==> src/rtl/sp_pkg.sv <==
package sp_pkg;
  typedef enum logic [2:0] {
    ST_IDLE,
    ST_GEN,
    ST_MUL,
    ST_LAUNCH,
    ST_WAIT
  } sp_state_e;
endpackage

==> src/rtl/sp_lfsr_pert.sv <==
module sp_lfsr_pert #(
  parameter int          W         = 16,
  parameter int          LFSR_W    = 16,
  parameter logic [15:0] LFSR_SEED = 16'hACE1,
  parameter logic [15:0] LFSR_TAPS = 16'hB400,
  parameter int          RAND_BITS = 8,
  parameter int          CMIN      = 2,
  parameter int          CMAX      = 20
) (
  input  logic                clk,
  input  logic                rst_n,
  input  logic                advance,
  output logic signed [W-1:0] pert
);
  localparam int SPAN = CMAX - CMIN + 1;
  localparam int SW   = RAND_BITS + W;

  logic [LFSR_W-1:0] state_q;
  logic [LFSR_W-1:0] taps;
  logic [SW-1:0]     scaled;
  logic [W-1:0]      mag;
  logic              sgn;

  assign taps = LFSR_TAPS[LFSR_W-1:0];

  // Galois form, shifting toward bit 0
  always_ff @(posedge clk or negedge rst_n) begin
    if (!rst_n) begin
      state_q <= LFSR_SEED[LFSR_W-1:0];
    end else if (advance) begin
      state_q <= {1'b0, state_q[LFSR_W-1:1]} ^ (state_q[0] ? taps : '0);
    end
  end

  // Scale the low random bits onto [CMIN, CMAX]; sign from the top bit
  always_comb begin
    scaled = {{W{1'b0}}, state_q[RAND_BITS-1:0]} * SW'(SPAN);
    mag    = W'(CMIN) + scaled[SW-1:RAND_BITS];
    sgn    = state_q[LFSR_W-1];
    pert   = sgn ? -$signed(mag) : $signed(mag);
  end
endmodule

==> src/rtl/sp_pert_bank.sv <==
module sp_pert_bank #(
  parameter int W     = 16,
  parameter int DEPTH = 16,
  parameter int CMIN  = 2,
  localparam int AW   = $clog2(DEPTH)
) (
  input  logic                clk,
  input  logic                rst_n,
  input  logic                we,
  input  logic [AW-1:0]       waddr,
  input  logic signed [W-1:0] wdata,
  input  logic [AW-1:0]       raddr,
  output logic signed [W-1:0] rdata
);
  logic signed [W-1:0] cell_q [DEPTH];

  for (genvar g = 0; g < DEPTH; g++) begin : g_cell
    always_ff @(posedge clk or negedge rst_n) begin
      if (!rst_n) begin
        cell_q[g] <= W'(CMIN);
      end else if (we && (waddr == AW'(g))) begin
        cell_q[g] <= wdata;
      end
    end
  end

  assign rdata = cell_q[raddr];
endmodule

==> src/rtl/sp_div_restoring.sv <==
module sp_div_restoring #(
  parameter int NW = 38,
  parameter int DW = 16
) (
  input  logic          clk,
  input  logic          rst_n,
  input  logic          start,
  input  logic [NW-1:0] num,
  input  logic [DW-1:0] den,
  output logic          done,
  output logic [NW-1:0] quo
);
  localparam int CW = $clog2(NW + 1);

  logic [NW-1:0] q_q;
  logic [DW-1:0] r_q;
  logic [DW-1:0] d_q;
  logic [CW-1:0] cnt_q;
  logic          run_q;
  logic [DW:0]   shifted;
  logic          fits;
  logic [DW:0]   diff;

  always_comb begin
    shifted = {r_q, q_q[NW-1]};
    fits    = shifted >= {1'b0, d_q};
    diff    = shifted - {1'b0, d_q};
  end

  always_ff @(posedge clk or negedge rst_n) begin
    if (!rst_n) begin
      q_q   <= '0;
      r_q   <= '0;
      d_q   <= '0;
      cnt_q <= '0;
      run_q <= 1'b0;
      done  <= 1'b0;
    end else begin
      done <= 1'b0;
      if (start) begin
        q_q   <= num;
        r_q   <= '0;
        d_q   <= den;
        cnt_q <= '0;
        run_q <= 1'b1;
      end else if (run_q) begin
        r_q   <= fits ? diff[DW-1:0] : shifted[DW-1:0];
        q_q   <= {q_q[NW-2:0], fits};
        cnt_q <= cnt_q + 1'b1;
        if (cnt_q == CW'(NW - 1)) begin
          run_q <= 1'b0;
          done  <= 1'b1;
        end
      end
    end
  end

  assign quo = q_q;
endmodule

==> src/rtl/sp_grad_estimator.sv <==
module sp_grad_estimator #(
  parameter int          W         = 16,
  parameter int          FRAC      = 11,
  parameter int          DEPTH     = 16,
  parameter int          LFSR_W    = 16,
  parameter logic [15:0] LFSR_SEED = 16'hACE1,
  parameter logic [15:0] LFSR_TAPS = 16'hB400,
  parameter int          RAND_BITS = 8,
  parameter int          CMIN      = 2,
  parameter int          CMAX      = 20,
  localparam int         AW        = $clog2(DEPTH)
) (
  input  logic          clk,
  input  logic          rst_n,
  input  logic          gen_start,
  input  logic          upd_start,
  input  logic [AW-1:0] lo_addr,
  input  logic [AW-1:0] hi_addr,
  input  logic [W-1:0]  eta,
  input  logic [W-1:0]  y_pert,
  input  logic [W-1:0]  y_nom,
  input  logic [W-1:0]  y_des,
  output logic          pv_valid,
  input  logic          pv_ready,
  output logic [AW-1:0] pv_addr,
  output logic [W-1:0]  pv_data,
  output logic          wr_en,
  output logic [AW-1:0] wr_addr,
  output logic [W-1:0]  wr_data,
  output logic          busy,
  output logic          pass_done
);
  import sp_pkg::*;

  localparam int PW   = 3 * W + 2;          // eta * (W+1) * (W+1)
  localparam int NUMW = PW - 1 - FRAC;      // magnitude after fraction drop
  localparam logic [NUMW-1:0] QPOS = NUMW'((64'd1 << (W - 1)) - 64'd1);

  sp_state_e state_q;
  logic [AW-1:0]        cur_q, hi_q;
  logic signed [W-1:0]  eta_q, yp_q, yn_q, yd_q;
  logic signed [PW-1:0] prod_q;
  logic                 neg_q;
  logic                 last;
  logic                 accept;

  logic signed [W-1:0]  pert;
  logic signed [W-1:0]  c_cur;
  logic signed [PW-1:0] eta_x, err_x, dif_x, prod_c;
  logic [PW-1:0]        prod_mag;
  logic [W-1:0]         c_mag;
  logic                 div_start, div_done;
  logic [NUMW-1:0]      quo;
  logic [W-1:0]         sat_val;

  assign last     = cur_q >= hi_q;
  assign pv_valid = (state_q == ST_GEN);
  assign pv_addr  = cur_q;
  assign pv_data  = pert;
  assign accept   = pv_valid && pv_ready;
  assign busy     = (state_q != ST_IDLE);
  assign div_start = (state_q == ST_LAUNCH);

  sp_lfsr_pert #(
    .W(W), .LFSR_W(LFSR_W), .LFSR_SEED(LFSR_SEED), .LFSR_TAPS(LFSR_TAPS),
    .RAND_BITS(RAND_BITS), .CMIN(CMIN), .CMAX(CMAX)
  ) u_rng (
    .clk(clk), .rst_n(rst_n), .advance(accept), .pert(pert)
  );

  sp_pert_bank #(.W(W), .DEPTH(DEPTH), .CMIN(CMIN)) u_bank (
    .clk(clk), .rst_n(rst_n), .we(accept), .waddr(cur_q), .wdata(pert),
    .raddr(cur_q), .rdata(c_cur)
  );

  // Shared numerator: eta * e * d, formed once per update pass
  always_comb begin
    eta_x  = {{(PW - W){eta_q[W-1]}}, eta_q};
    err_x  = {{(PW - W){yn_q[W-1]}}, yn_q} - {{(PW - W){yd_q[W-1]}}, yd_q};
    dif_x  = {{(PW - W){yp_q[W-1]}}, yp_q} - {{(PW - W){yn_q[W-1]}}, yn_q};
    prod_c = eta_x * err_x * dif_x;
  end

  always_comb begin
    prod_mag = prod_q[PW-1] ? PW'(-prod_q) : PW'(prod_q);
    c_mag    = c_cur[W-1] ? W'(-c_cur) : W'(c_cur);
  end

  sp_div_restoring #(.NW(NUMW), .DW(W)) u_div (
    .clk(clk), .rst_n(rst_n), .start(div_start),
    .num(prod_mag[PW-2:FRAC]), .den(c_mag),
    .done(div_done), .quo(quo)
  );

  // Sign apply and clamp to the signed word range
  always_comb begin
    if (neg_q) begin
      sat_val = (quo > QPOS) ? {1'b1, {(W-1){1'b0}}} : W'(-quo[W-1:0]);
    end else begin
      sat_val = (quo > QPOS) ? {1'b0, {(W-1){1'b1}}} : quo[W-1:0];
    end
  end

  always_ff @(posedge clk or negedge rst_n) begin
    if (!rst_n) begin
      state_q   <= ST_IDLE;
      cur_q     <= '0;
      hi_q      <= '0;
      eta_q     <= '0;
      yp_q      <= '0;
      yn_q      <= '0;
      yd_q      <= '0;
      prod_q    <= '0;
      neg_q     <= 1'b0;
      wr_en     <= 1'b0;
      wr_addr   <= '0;
      wr_data   <= '0;
      pass_done <= 1'b0;
    end else begin
      wr_en     <= 1'b0;
      pass_done <= 1'b0;
      unique case (state_q)
        ST_IDLE: begin
          if (gen_start) begin
            cur_q   <= lo_addr;
            hi_q    <= hi_addr;
            state_q <= ST_GEN;
          end else if (upd_start) begin
            cur_q   <= lo_addr;
            hi_q    <= hi_addr;
            eta_q   <= eta;
            yp_q    <= y_pert;
            yn_q    <= y_nom;
            yd_q    <= y_des;
            state_q <= ST_MUL;
          end
        end
        ST_GEN: begin
          if (accept) begin
            if (last) begin
              state_q   <= ST_IDLE;
              pass_done <= 1'b1;
            end else begin
              cur_q <= cur_q + 1'b1;
            end
          end
        end
        ST_MUL: begin
          prod_q  <= prod_c;
          state_q <= ST_LAUNCH;
        end
        ST_LAUNCH: begin
          // result is negative when product and perturbation share a sign
          neg_q   <= (prod_q[PW-1] == c_cur[W-1]);
          state_q <= ST_WAIT;
        end
        ST_WAIT: begin
          if (div_done) begin
            wr_en   <= 1'b1;
            wr_addr <= cur_q;
            wr_data <= sat_val;
            if (last) begin
              state_q   <= ST_IDLE;
              pass_done <= 1'b1;
            end else begin
              cur_q   <= cur_q + 1'b1;
              state_q <= ST_LAUNCH;
            end
          end
        end
        default: state_q <= ST_IDLE;
      endcase
    end
  end
endmodule

==> config.mk <==
export PLATFORM = sky130hd
export DESIGN_NAME = sp_grad_estimator
export DESIGN_NICKNAME = d
export VERILOG_FILES = /design/src/rtl/sp_pkg.sv /design/src/rtl/sp_lfsr_pert.sv /design/src/rtl/sp_pert_bank.sv /design/src/rtl/sp_div_restoring.sv /design/src/rtl/sp_grad_estimator.sv
export SDC_FILE = /design/constraint.sdc
export NUM_CORES = 2
export LEC_CHECK = 0
export CORE_AREA = 2 2 260 364
export DETAILED_ROUTE_END_ITERATION = 8
export DIE_AREA = 0 0 262 366
export PLACE_DENSITY_LB_ADDON = 0.12
export RECOVER_POWER = 25
export SLEW_MARGIN = 40
export SYNTH_ARGS = -nofsm -noshare
export SYNTH_HDL_FRONTEND = slang
export SYNTH_HIERARCHICAL = 1
export SYNTH_SLANG_ARGS = --single-unit
==> constraint.sdc <==
create_clock -name clk -period 29.9 [get_ports clk]
set_input_delay 4.485 -clock clk [delete_from_list [all_inputs] [get_ports clk]]
set_output_delay 4.485 -clock clk [all_outputs]
set_load 0.01 [all_outputs]
==> metrics.csv <==
metric,value,unit
status,"finished, violations left",
failed_checks,"max-capacitance violations, max-slew violations",
cp_common_cell,fa_1,
yosysWarnings,6,
path_max_fanout,16,
critPathCaptureType,register,
min_path_type,reg -> reg,
row_count,132,
netlist_instances,5529,
routed_via_density,5.797,
rr_worst_depth,48,
rsz0062_at_grt,no,
portBuffers,120,
boundaryPins,121,
antenna_found_initial,0,
fin_crit_sh,51.97,%
drc,0,
grt_pass1_vias,43030,
setup_viol,0,
cts_made_buffers,53,
finalCriticalPeriod,15.54,ns
drv_cap,9,
final_cell_mix,"856 x inv_1, 813 x fa_1, 691 x nand2_1",
synthToLayoutAreaGrowth,8.842,%
skew,0.02264,ns
cts_tree,done,
synth-seq-cells,498,
coreArea,92490,um2
start_util,59.70,%
gr-usage-all-layers,31.26,%
fin_nets,6703,
critPathSlowestCell,or4b_2,
gp_congestion,0.9064,
cts_resized,0,
drive_above_1_share,12.37,%
timing_hold_violations_final,0,
synth_edf_count,0,
ctsHtreeMaxLevel,2,
ant_nets,0,
synth_top_cells_by_area,"fa_1 29%, dfrtp_1 21%, ha_1 6.3%",
synth.top_cell.area_share,29.48,%
fp.dieArea,95890,um2
tightest_slew,4.101,ns
mostFrequentLayoutCell,inv_1,
synth_top_cell_by_area,fa_1,
setup_tns,0,ns
slowest_delay,0.71,ns
clk_transition_reported_paths,0.07,ns
avgRoutedWirePerCell,21.09,um
crit_required,30.43,ns
syn_area,55220,um2
min_path_cells,2,
cts_root_buf,clkbuf_16,
grt_max_degree,151,
grt_pass1_wl,232400,um
syn_nets,6698,
arrival,16.07,ns
final_max_slew_viol_count,486,
die_h,366,um
ys_types,97,
post_cts_buffers,0,
clk-insertion-delay-late,0.63,ns
fmaxAchievable,64.36,MHz
async_flop_share,100.0,%
drt-total-wl,143100,um
start_kind,register,
hold_buffers,0,
synth_flop_cell,dfrtp_1,
drt_iter0_drc,2401,
vias,39331,
first_pass_iters,6,
hpwl,109700,um
dieWidth,262,um
synth.avg_cell_area,9.987,um2
yosysSeqAreaShare,22.62,%
cts_sinks,498,
slew_headroom,-173.4,%
grt.overflow.total,0,
cts_buffer_depth,3,
criticalPathCategory,reg -> reg,
-- cells in the mapped netlist (18+ instances only) --
cell type / instances
a211oi_1: 18
a21o_1: 60
a21oi_1: 125
a22oi_1: 34
a31oi_1: 18
and2_1: 106
buf_2: 28
clkbuf_1: 203
dfrtp_1: 474
dfstp_2: 24
fa_1: 813
ha_1: 279
inv_1: 857
mux2_1: 30
mux2_2: 303
mux2i_1: 53
mux4_2: 64
nand2_1: 692
nand2b_1: 63
nand3_1: 34
nand4_1: 19
nor2_1: 391
nor2b_1: 60
nor3_1: 28
o21a_1: 26
o21ai_0: 206
o31ai_1: 21
or2_2: 18
or3_1: 22
xnor2_1: 165
xor2_1: 65
-- critical path, delay by kind of cell (launching register included) --
family / cells / cell delay (ns)
and+or+nand+nor: 9 / 2.34
buffers and inverters: 7 / 0.34
adders and majority gates: 16 / 7.25
xor gates and xnor gates: 3 / 1.47
AOI/OAI and AO/OA: 13 / 3.64
DFF: 1 / 0.37
-- routing by layer --
| metal | global-route usage, % | routed length (um) | vias up |
|---|---|---|---|
| met5 | 0 | 0 | - |
| met4 | 16.74 | 9168 | 0 |
| met3 | 4.663 | 8131 | 478 |
| met2 | 54.08 | 71900 | 1253 |
| met1 | 37.37 | 53900 | 20006 |
| li1 | - | - | 17594 |
-- cells by family (layout without fill, tap and decap cells) --
family | Yosys count | after routing | synth area share, %
AND/OR/NAND/NOR | 1511 | 1511 | 12.32
buffers and inverters | 1121 | 1170 | 7.874
adder cells (fa/ha/maj) | 1093 | 1093 | 35.82
AO/OA/AOI/OAI | 625 | 625 | 7.347
flip-flops | 498 | 498 | 22.62
multiplexers | 450 | 450 | 10.36
XOR/XNOR | 230 | 230 | 3.648
other | 1 | 2 | 0.006792
-- worst paths after layout --
kind                                  from  slack, ns                end
worst max-delay path               yn_q[0]      14.36         prod_q[46]
worst min-delay path            wr_addr[0]       0.47         wr_addr[0]
max in group asynchronous            rst_n      18.34         pv_addr[1]
min in group asynchronous            rst_n       4.77  u_bank/cell_q[55]
worst max register to register     yn_q[0]      14.36         prod_q[46]
worst min register to register  wr_addr[0]       0.47         wr_addr[0]
-- metrics by stage --
step           hold slack, ns  area (um2)  std cells  setup WS [ns]  utilization [%]
5_1_grt                0.5031       60100       6784          13.46            64.98
4_1_cts                0.4789       60130       6783          14.18            65.01
3_5_place_dp           0.4633       58210       6684          14.23            62.94
2_1_floorplan          0.4467       55220       5529          16.06                -
6_report               0.4746       60100       6785          14.36            64.98
3_3_place_gp           0.4622       57760       6672          14.71            62.45
-- flip-flops by register name, summed over array words and instances (netlist names) --
name and flops:
u_div/d_q 16, yp_q 16, state_q 3, wr_data 16, u_div/r_q 16, eta_q 16
neg_q 1, u_div/run_q 1, pv_addr 4, prod_q 50, yd_q 16, u_rng/state_q 16
u_bank/cell_q 256, yn_q 16, pass_done 1, u_div/done 1, wr_en 1, u_div/quo 38
u_div/cnt_q 6, hi_q 4, wr_addr 4
-- final cells by class --
type	count	area, um2
timing repair buffer	213	1958
fill	7434	32390
multi-input combinational	3910	38990
sequential	498	12500
tap	1206	1509
clock inverter	22	340.3
inverter	858	3222
antenna	1	2.502
clock buffer	77	1577
Power is not shown: default switching activity piles up to over one toggle a cycle in this logic, so the estimate is an artifact.
